<file path="src/rtl/refsel_pkg.sv">
`timescale 1ns/1ps
package refsel_pkg;
  // Reason chosen for the next active index
  typedef enum logic [1:0] {
    DEC_KEEP     = 2'd0,
    DEC_MANUAL   = 2'd1,
    DEC_FAILOVER = 2'd2,
    DEC_REVERT   = 2'd3
  } refsel_dec_e;
endpackage

</file>
<file path="src/rtl/refsel_health_mon.sv">
`timescale 1ns/1ps
// Per-input health flag and consecutive-healthy counter with hold-off qualification
module refsel_health_mon #(
  parameter int HOLD_W = 16
) (
  input  logic              clk,
  input  logic              rst_n,
  input  logic              los,
  input  logic              fos,
  input  logic [HOLD_W-1:0] holdoff,
  output logic              healthy,
  output logic              qualified
);
  localparam logic [HOLD_W-1:0] CNT_MAX = '1;

  logic [HOLD_W-1:0] run_cnt;

  assign healthy   = !los && !fos;
  assign qualified = healthy && (run_cnt >= holdoff);

  always_ff @(posedge clk) begin
    if (!rst_n) begin
      run_cnt <= '0;
    end else if (!healthy) begin
      run_cnt <= '0;
    end else if (run_cnt != CNT_MAX) begin
      run_cnt <= run_cnt + 1'b1;
    end
  end
endmodule

</file>
<file path="src/rtl/refsel_prio_pick.sv">
`timescale 1ns/1ps
// Lowest set index wins
module refsel_prio_pick #(
  parameter int N  = 3,
  parameter int IW = 2
) (
  input  logic [N-1:0]  req,
  output logic          found,
  output logic [IW-1:0] idx
);
  always_comb begin
    found = 1'b0;
    idx   = '0;
    for (int i = N - 1; i >= 0; i--) begin
      if (req[i]) begin
        found = 1'b1;
        idx   = IW'(i);
      end
    end
  end
endmodule

</file>
<file path="src/rtl/refsel_decide.sv">
`timescale 1ns/1ps
// Combinational next-selection logic
module refsel_decide
  import refsel_pkg::*;
#(
  parameter int N  = 3,
  parameter int IW = 2
) (
  input  logic          auto_mode,
  input  logic          revertive,
  input  logic [IW-1:0] manual_sel,
  input  logic [IW-1:0] cur_idx,
  input  logic [N-1:0]  healthy,
  input  logic [N-1:0]  qualified,
  output logic [IW-1:0] next_idx
);
  localparam int PADN = 1 << IW;

  logic [PADN-1:0] h_pad;
  logic [N-1:0]    better_q;
  logic            any_h, any_q, cur_ok, man_ok;
  logic [IW-1:0]   best_h, best_q;
  refsel_dec_e     dec;

  always_comb begin
    h_pad        = '0;
    h_pad[N-1:0] = healthy;
  end

  // Only inputs ranked above the active one may be revert targets
  for (genvar g = 0; g < N; g++) begin : g_mask
    assign better_q[g] = qualified[g] && (IW'(g) < cur_idx);
  end

  refsel_prio_pick #(.N(N), .IW(IW)) u_pick_h (
    .req(healthy), .found(any_h), .idx(best_h)
  );
  refsel_prio_pick #(.N(N), .IW(IW)) u_pick_q (
    .req(better_q), .found(any_q), .idx(best_q)
  );

  assign cur_ok = h_pad[cur_idx];
  assign man_ok = int'(manual_sel) < N;

  always_comb begin
    if (!auto_mode) begin
      dec = man_ok ? DEC_MANUAL : DEC_KEEP;
    end else if (!cur_ok) begin
      dec = any_h ? DEC_FAILOVER : DEC_KEEP;
    end else if (revertive && any_q) begin
      dec = DEC_REVERT;
    end else begin
      dec = DEC_KEEP;
    end
  end

  always_comb begin
    unique case (dec)
      DEC_MANUAL:   next_idx = manual_sel;
      DEC_FAILOVER: next_idx = best_h;
      DEC_REVERT:   next_idx = best_q;
      default:      next_idx = cur_idx;
    endcase
  end
endmodule

</file>
<file path="src/rtl/refsel_top.sv">
`timescale 1ns/1ps
module refsel_top #(
  parameter int NUM_REFS = 3,
  parameter int HOLD_W   = 16,
  parameter int IW       = (NUM_REFS > 1) ? $clog2(NUM_REFS) : 1
) (
  input  logic              clk,
  input  logic              rst_n,
  input  logic              auto_mode,
  input  logic              revertive,
  input  logic [IW-1:0]     manual_sel,
  input  logic [HOLD_W-1:0] holdoff,
  input  logic [NUM_REFS-1:0] los,
  input  logic [NUM_REFS-1:0] fos,
  output logic [IW-1:0]     active_idx,
  output logic              active_valid,
  output logic              switch_pulse
);
  localparam int PADN = 1 << IW;

  logic [NUM_REFS-1:0] healthy, qualified;
  logic [PADN-1:0]     h_pad;
  logic [IW-1:0]       next_idx;

  for (genvar g = 0; g < NUM_REFS; g++) begin : g_mon
    refsel_health_mon #(.HOLD_W(HOLD_W)) u_mon (
      .clk(clk), .rst_n(rst_n), .los(los[g]), .fos(fos[g]),
      .holdoff(holdoff), .healthy(healthy[g]), .qualified(qualified[g])
    );
  end

  refsel_decide #(.N(NUM_REFS), .IW(IW)) u_decide (
    .auto_mode(auto_mode), .revertive(revertive), .manual_sel(manual_sel),
    .cur_idx(active_idx), .healthy(healthy), .qualified(qualified),
    .next_idx(next_idx)
  );

  always_comb begin
    h_pad               = '0;
    h_pad[NUM_REFS-1:0] = healthy;
  end

  always_ff @(posedge clk) begin
    if (!rst_n) begin
      active_idx   <= '0;
      active_valid <= 1'b0;
      switch_pulse <= 1'b0;
    end else begin
      active_idx   <= next_idx;
      active_valid <= h_pad[next_idx];
      switch_pulse <= (next_idx != active_idx);
    end
  end
endmodule

</file>
<file path="config.mk">
export PLATFORM = sky130hd
export DESIGN_NAME = refsel_top
export DESIGN_NICKNAME = d
export VERILOG_FILES = /design/src/rtl/refsel_pkg.sv /design/src/rtl/refsel_health_mon.sv /design/src/rtl/refsel_prio_pick.sv /design/src/rtl/refsel_decide.sv /design/src/rtl/refsel_top.sv
export SDC_FILE = /design/constraint.sdc
export NUM_CORES = 1
export LEC_CHECK = 0
export CAP_MARGIN = 20
export CORE_AREA = 2 2 95 97
export CTS_BUF_LIST = sky130_fd_sc_hd__clkbuf_8
export DETAILED_ROUTE_END_ITERATION = 8
export DIE_AREA = 0 0 97 99
export DONT_BUFFER_PORTS = 1
export PLACE_DENSITY_LB_ADDON = 0.2
export SLEW_MARGIN = 10
export SYNTH_ARGS = -nofsm -noshare
export SYNTH_HDL_FRONTEND = slang
export SYNTH_SLANG_ARGS = --single-unit
</file>
<file path="constraint.sdc">
create_clock -name clk -period 2.97 [get_ports clk]
set_input_delay 0.891 -clock clk [delete_from_list [all_inputs] [get_ports clk]]
set_output_delay 0.891 -clock clk [all_outputs]
set_load 0.1 [all_outputs]
</file>
# Yosys cells after proc, flatten, opt, wreduce, memory -nomap -nowiden

Index checks and enable logic that the tools add are counted.

Register bits: 52
Bits of input ports: 28
Output and inout port bits: 4
Word-level logic and storage cells: 66

Add/subtract/negate cells: 3
Order comparisons: 9
Equal/unequal tests: 7
Muxes and demuxes: 22
Reduce and logical (&&, ||, !) cells: 19

Operators by type and width:

| cell                                                | number |
|---|---|
| adder 16 x 1 -> 16 bit (second input constant)      | 3 |
| greater-or-equal comparator 16 bit                  | 3 |
| inequality test 16 bit (second input constant)      | 3 |
| two-way mux 2 bit                                   | 10 |
| logical AND 1 bit                                   | 10 |
| two-way mux 1 bit                                   | 9 |
| zero test 1 bit                                     | 6 |
| < comparator 2 x 3 -> 1 bit (second input constant) | 2 |
| case mux 2 bit (3 select lines)                     | 1 |
| AND reduction 2 bit                                 | 3 |
| binary-select mux 1 bit (select 2 bit)              | 2 |
| == test 2 bit (second input constant)               | 2 |
| < comparator 1 x 2 -> 1 bit (first input constant)  | 2 |
| == test 2 x 1 -> 1 bit (second input constant)      | 1 |
| < comparator 2 bit (first input constant)           | 1 |
| < comparator 2 bit (second input constant)          | 1 |
| inequality test 2 bit                               | 1 |

# Longest topological paths before layout

Depth after elaboration: 15
Depth in mapped cells: 11

# By module

From an unflattened synthesis, not the netlist that was laid out.

Cell total of the unflattened synthesis: 504
Area total of the unflattened synthesis: 4031.4 µm²

Modules (own cells, without submodules):

| module                                  | times used | cells an instance | area each (µm²) | sequential area each (µm²) |
|---|---|---|---|---|
| refsel_health_mon at g_mon[0].u_mon ... | 2          | 155               | 1239.9          | 320.3 |
| refsel_health_mon at g_mon[1].u_mon     | 1          | 156               | 1222.4          | 320.3 |
| refsel_top                              | 1          | 13                | 147.6           | 80.1 |
| refsel_decide                           | 1          | 19                | 141.4           | 0.0 |
| refsel_prio_pick                        | 2          | 3                 | 20.0            | 0.0 |

# Least setup slack after synthesis

No wires, ideal clock.

Path type: in2reg
Start: input holdoff[9]
End: register active_valid
Arrival time: 2769 ps
Data required time: 2900 ps
Path slack: 131 ps
Stages on the path: 11
Path buffers: 0
Cells stage by stage: inv_1 > ha_1 > a211oi_1 > nor2_1 > nor3_1 > nor3_1 > a211oi_2 > a21oi_1 > or3_1 > a32o_1 > a21oi_1

Cells in the longest elaborated chain, start to end: 14
Elaborated cells between the ends (all ways): 25
Those cells by class: order compare: 3; eq/ne: 3; mux: 12; reduce/logical: 7

RTL lines:

| item                                                    | RTL line                | source |
|---|---|---|
| start, declared                                         | refsel_top.sv:12        | `input logic [HOLD_W-1:0] holdoff,` |
| greater-or-equal comparator 16 bit                      | refsel_health_mon.sv:19 | `assign qualified = healthy && (run_cnt >= holdoff);` |
| logical AND 1 bit                                       | refsel_health_mon.sv:19 |  |
| logical AND 1 bit                                       | refsel_decide.sv:32     | `assign better_q[g] = qualified[g] && (IW'(g) < cur_idx);` |
| two-way mux 1 bit (3 in series)                         | refsel_prio_pick.sv:15  | `if (req[i]) begin` |
| logical AND 1 bit                                       | refsel_decide.sv:50     | `end else if (revertive && any_q) begin` |
| two-way mux 2 bit                                       | refsel_decide.sv:50     |  |
| two-way mux 2 bit                                       | refsel_decide.sv:48     | `end else if (!cur_ok) begin` |
| two-way mux 2 bit                                       | refsel_decide.sv:46     | `if (!auto_mode) begin` |
| == test 2 bit or == test 2 x 1 -> 1 bit (tied branches) | refsel_decide.sv:58     | `unique case (dec)` |
| case mux 2 bit (3 select lines) *                       | refsel_decide.sv:58     |  |
| binary-select mux 1 bit (select 2 bit) *                | refsel_top.sv:50        | `active_valid <= h_pad[next_idx];` |
| two-way mux 1 bit (implied by the code) *               | refsel_top.sv:50        |  |
| end signal, assigned                                    | refsel_top.sv:50        |  |
| end, declared                                           | refsel_top.sv:16        | `output logic active_valid,` |

Mark *: on every way between the ends. The rest lies on a longest branch, timed or not. The select of a mux whose other input is x is not followed.
A chain may end at the register's enable or synchronous reset.

# Final worst setup path

Ends and elaborated chain as after synthesis.

==> flow_metrics.tcl <==
set metrics [dict create \
    layout_min_cycle_time_ps 2730 \
    drtIter0Drc 103 \
    synth-seq-cells 36 \
    routed_via_density 5.04 \
    hold_viol_final 0 \
    io_pins 32 \
    yosysUniqueCellTypes 46 \
    antenna_left 0 \
    core_area_um2 8550 \
    p_leak_nw 1.09 \
    cts_resized 0 \
    first_global_vias 2024 \
    layout-drive-gt1-share 0.0795 \
    hp-class "reg2reg" \
    clkSlewWorstSetupHoldPaths_ps 80 \
    ys_warn_count 0 \
    grt_antenna_before_repair 0 \
    status "finished clean" \
    grt_max_degree 17 \
    min_delay_path_depth 2 \
    syn2layout_area_growth_pct 10.7 \
    postPlaceCellArea_um2 2680 \
    final_cell_mix "nor2_1 (40), dfxtp_1 (36), ha_1 (34)" \
    numClockSinks 36 \
    vias 2194 \
    num_rows 34 \
    async_reset_ff_frac 0 \
    synth-edff-count 0 \
    cap_violations 0 \
    cp-start-kind "input pin" \
    gp_congestion 0.837 \
    worst_ep_arrival_time_ps 2950 \
    finalCritPeriodShare 0.918 \
    gr-usage-all-layers 0.123 \
    grt_pass1_wl_um 9690 \
    fill_cells 929 \
    die_area_um2 9600 \
    die_h_um 99 \
    relSlewSlack 0.615 \
    io_buffers 0 \
    post-cts-setup-buffers 0 \
    layout.nets 388 \
    final_design_area_no_fill_um2 2780 \
    htree_levels 2 \
    die_w_um 97 \
    cts_tree "built" \
    reg2regPathDepth 10 \
    drc 0 \
    final-setup-viol-count 0 \
    cts_made_buffers 5 \
    rsz0062_at_grt "no" \
    synth_seq_area_share 0.287 \
    crit_type "in2reg" \
    ys.flop_type "dfxtp_1" \
    start_util 0.293 \
    ir_drop_uv 146 \
    end_kind "flop" \
    max_freq_mhz 367 \
    cts_hold_buf 0 \
    syn-num-nets 376 \
    drt_wl_total_um 5830 \
    avgSynthCellArea_um2 7.99 \
    ctsRootBufferMaster "clkbuf_8" \
    worstMarginPinSlew_ps 572 \
    clock_latency_ps 290 \
    final_common_cell "nor2_1" \
    antennaDiodeCount 0 \
    drv_slew 0 \
    p_total_mw 1.00 \
    dp_hpwl_um 4670 \
    syn_area_um2 2510 \
    cp.required_ps 3190 \
    p_per_area_nw_per_um2 362 \
    grt_overflow 0 \
    post_drt_wl_per_cell_um 13.4 \
    clk_path_buf_depth 2 \
    finalClockSkew_ps 5.70 \
    first_pass_iters 4 \
    crit_fanout 3 \
    synth_cells 314 \
]
metal layers:
layer,GRT usage,vias to the layer above,part of all wire
li1,-,1157,-
met1,0.154,1006,0.48
met2,0.212,22,0.48
met3,0.0262,9,0.025
met4,0.0412,0,0.018
met5,0,-,0
metrics by stage:
| step | std cells | hold slack, ps | util | setup slack [ps] | setup TNS, ps |
|---|---|---|---|---|---|
| after global routing | 435 | 551 | 0.325 | 27.8 | 0 |
| after detailed placement | 427 | 508 | 0.314 | -53.0 | -96.1 |
| final | 435 | 513 | 0.325 | 243 | 0 |
| after global placement | 427 | 503 | 0.314 | -40.1 | -47.5 |
| after CTS | 435 | 519 | 0.325 | 228 | 0 |
| after floorplan | 314 | 465 | - | 131 | 0 |
Yosys cell counts (2+ instances only):
master	n	area, um2
o21ai_0	12	60.1
nand3_1	16	80.1
a21o_1	6	45.0
o211ai_1	5	37.5
clkbuf_1	2	7.51
ha_1	34	425
inv_1	23	86.3
nand2_1	23	86.3
a31oi_1	4	25.0
dfxtp_1	36	721
and3_2	2	15.0
nand4_1	15	93.8
nor4_1	2	12.5
nor3_1	17	85.1
and3_1	2	12.5
nor2_1	40	150
a211oi_1	3	22.5
and4_1	2	17.5
xnor2_1	10	87.6
a21oi_1	21	105
nor4b_1	2	17.5
or3_1	2	12.5
nor2b_1	2	12.5
xor2_1	11	96.3
critical path, stage by stage:
cell and delay, ps:
inv_1 40, ha_1 310, a211oi_1 240, nor2_1 70, nor3_1 180, nor3_1 80
a211oi_2 280, a21oi_1 130, or3_1 360, a32o_1 230, a21oi_1 140
state kept, by name, indices dropped and copies added (netlist names):
signal,cells
g_mon.u_mon.run_cnt,32
switch_pulse,1
active_idx,2
active_valid,1
layout make-up:
type,count,area (um2),share of cell area
clock buffer,6,82.6,0.0297
clock inverter,2,10.0,0.00361
inverter,23,86.3,0.0311
multi-input combinational,252,1680,0.606
sequential,36,721,0.260
tap,108,135,0.0487
timing repair buffer,8,60.1,0.0216
power breakdown:
group	internal [mW]	switching, mW
clock	0.185	0.181
combinational	0.0457	0.0978
sequential	0.489	0.00599
kinds of logic after synthesis:
| kind of cell | count (synthesis) | share of synthesized area |
|---|---|---|
| simple gates | 135 | 0.269 |
| compound gates | 61 | 0.155 |
| flops | 36 | 0.287 |
| mux | 1 | 0.00399 |
| buf+inv | 26 | 0.0419 |
| fa+ha+maj | 34 | 0.170 |
| xor+xnor | 21 | 0.0734 |
worst paths after layout:
kind                                                from                                endpoint  slack [ps]
hold / removal    g_mon[1].u_mon.run_cnt[1]$_SDFFE_PN0P_  g_mon[1].u_mon.run_cnt[1]$_SDFFE_PN0P_         510
hold reg to reg   g_mon[1].u_mon.run_cnt[1]$_SDFFE_PN0P_  g_mon[1].u_mon.run_cnt[1]$_SDFFE_PN0P_         510
setup reg to reg  g_mon[0].u_mon.run_cnt[2]$_SDFFE_PN0P_                 switch_pulse$_SDFF_PN0_         480
setup / recovery                              holdoff[9]                 active_valid$_SDFF_PN0_         240
No activity file was read; power rests on OpenSTA's default activity.
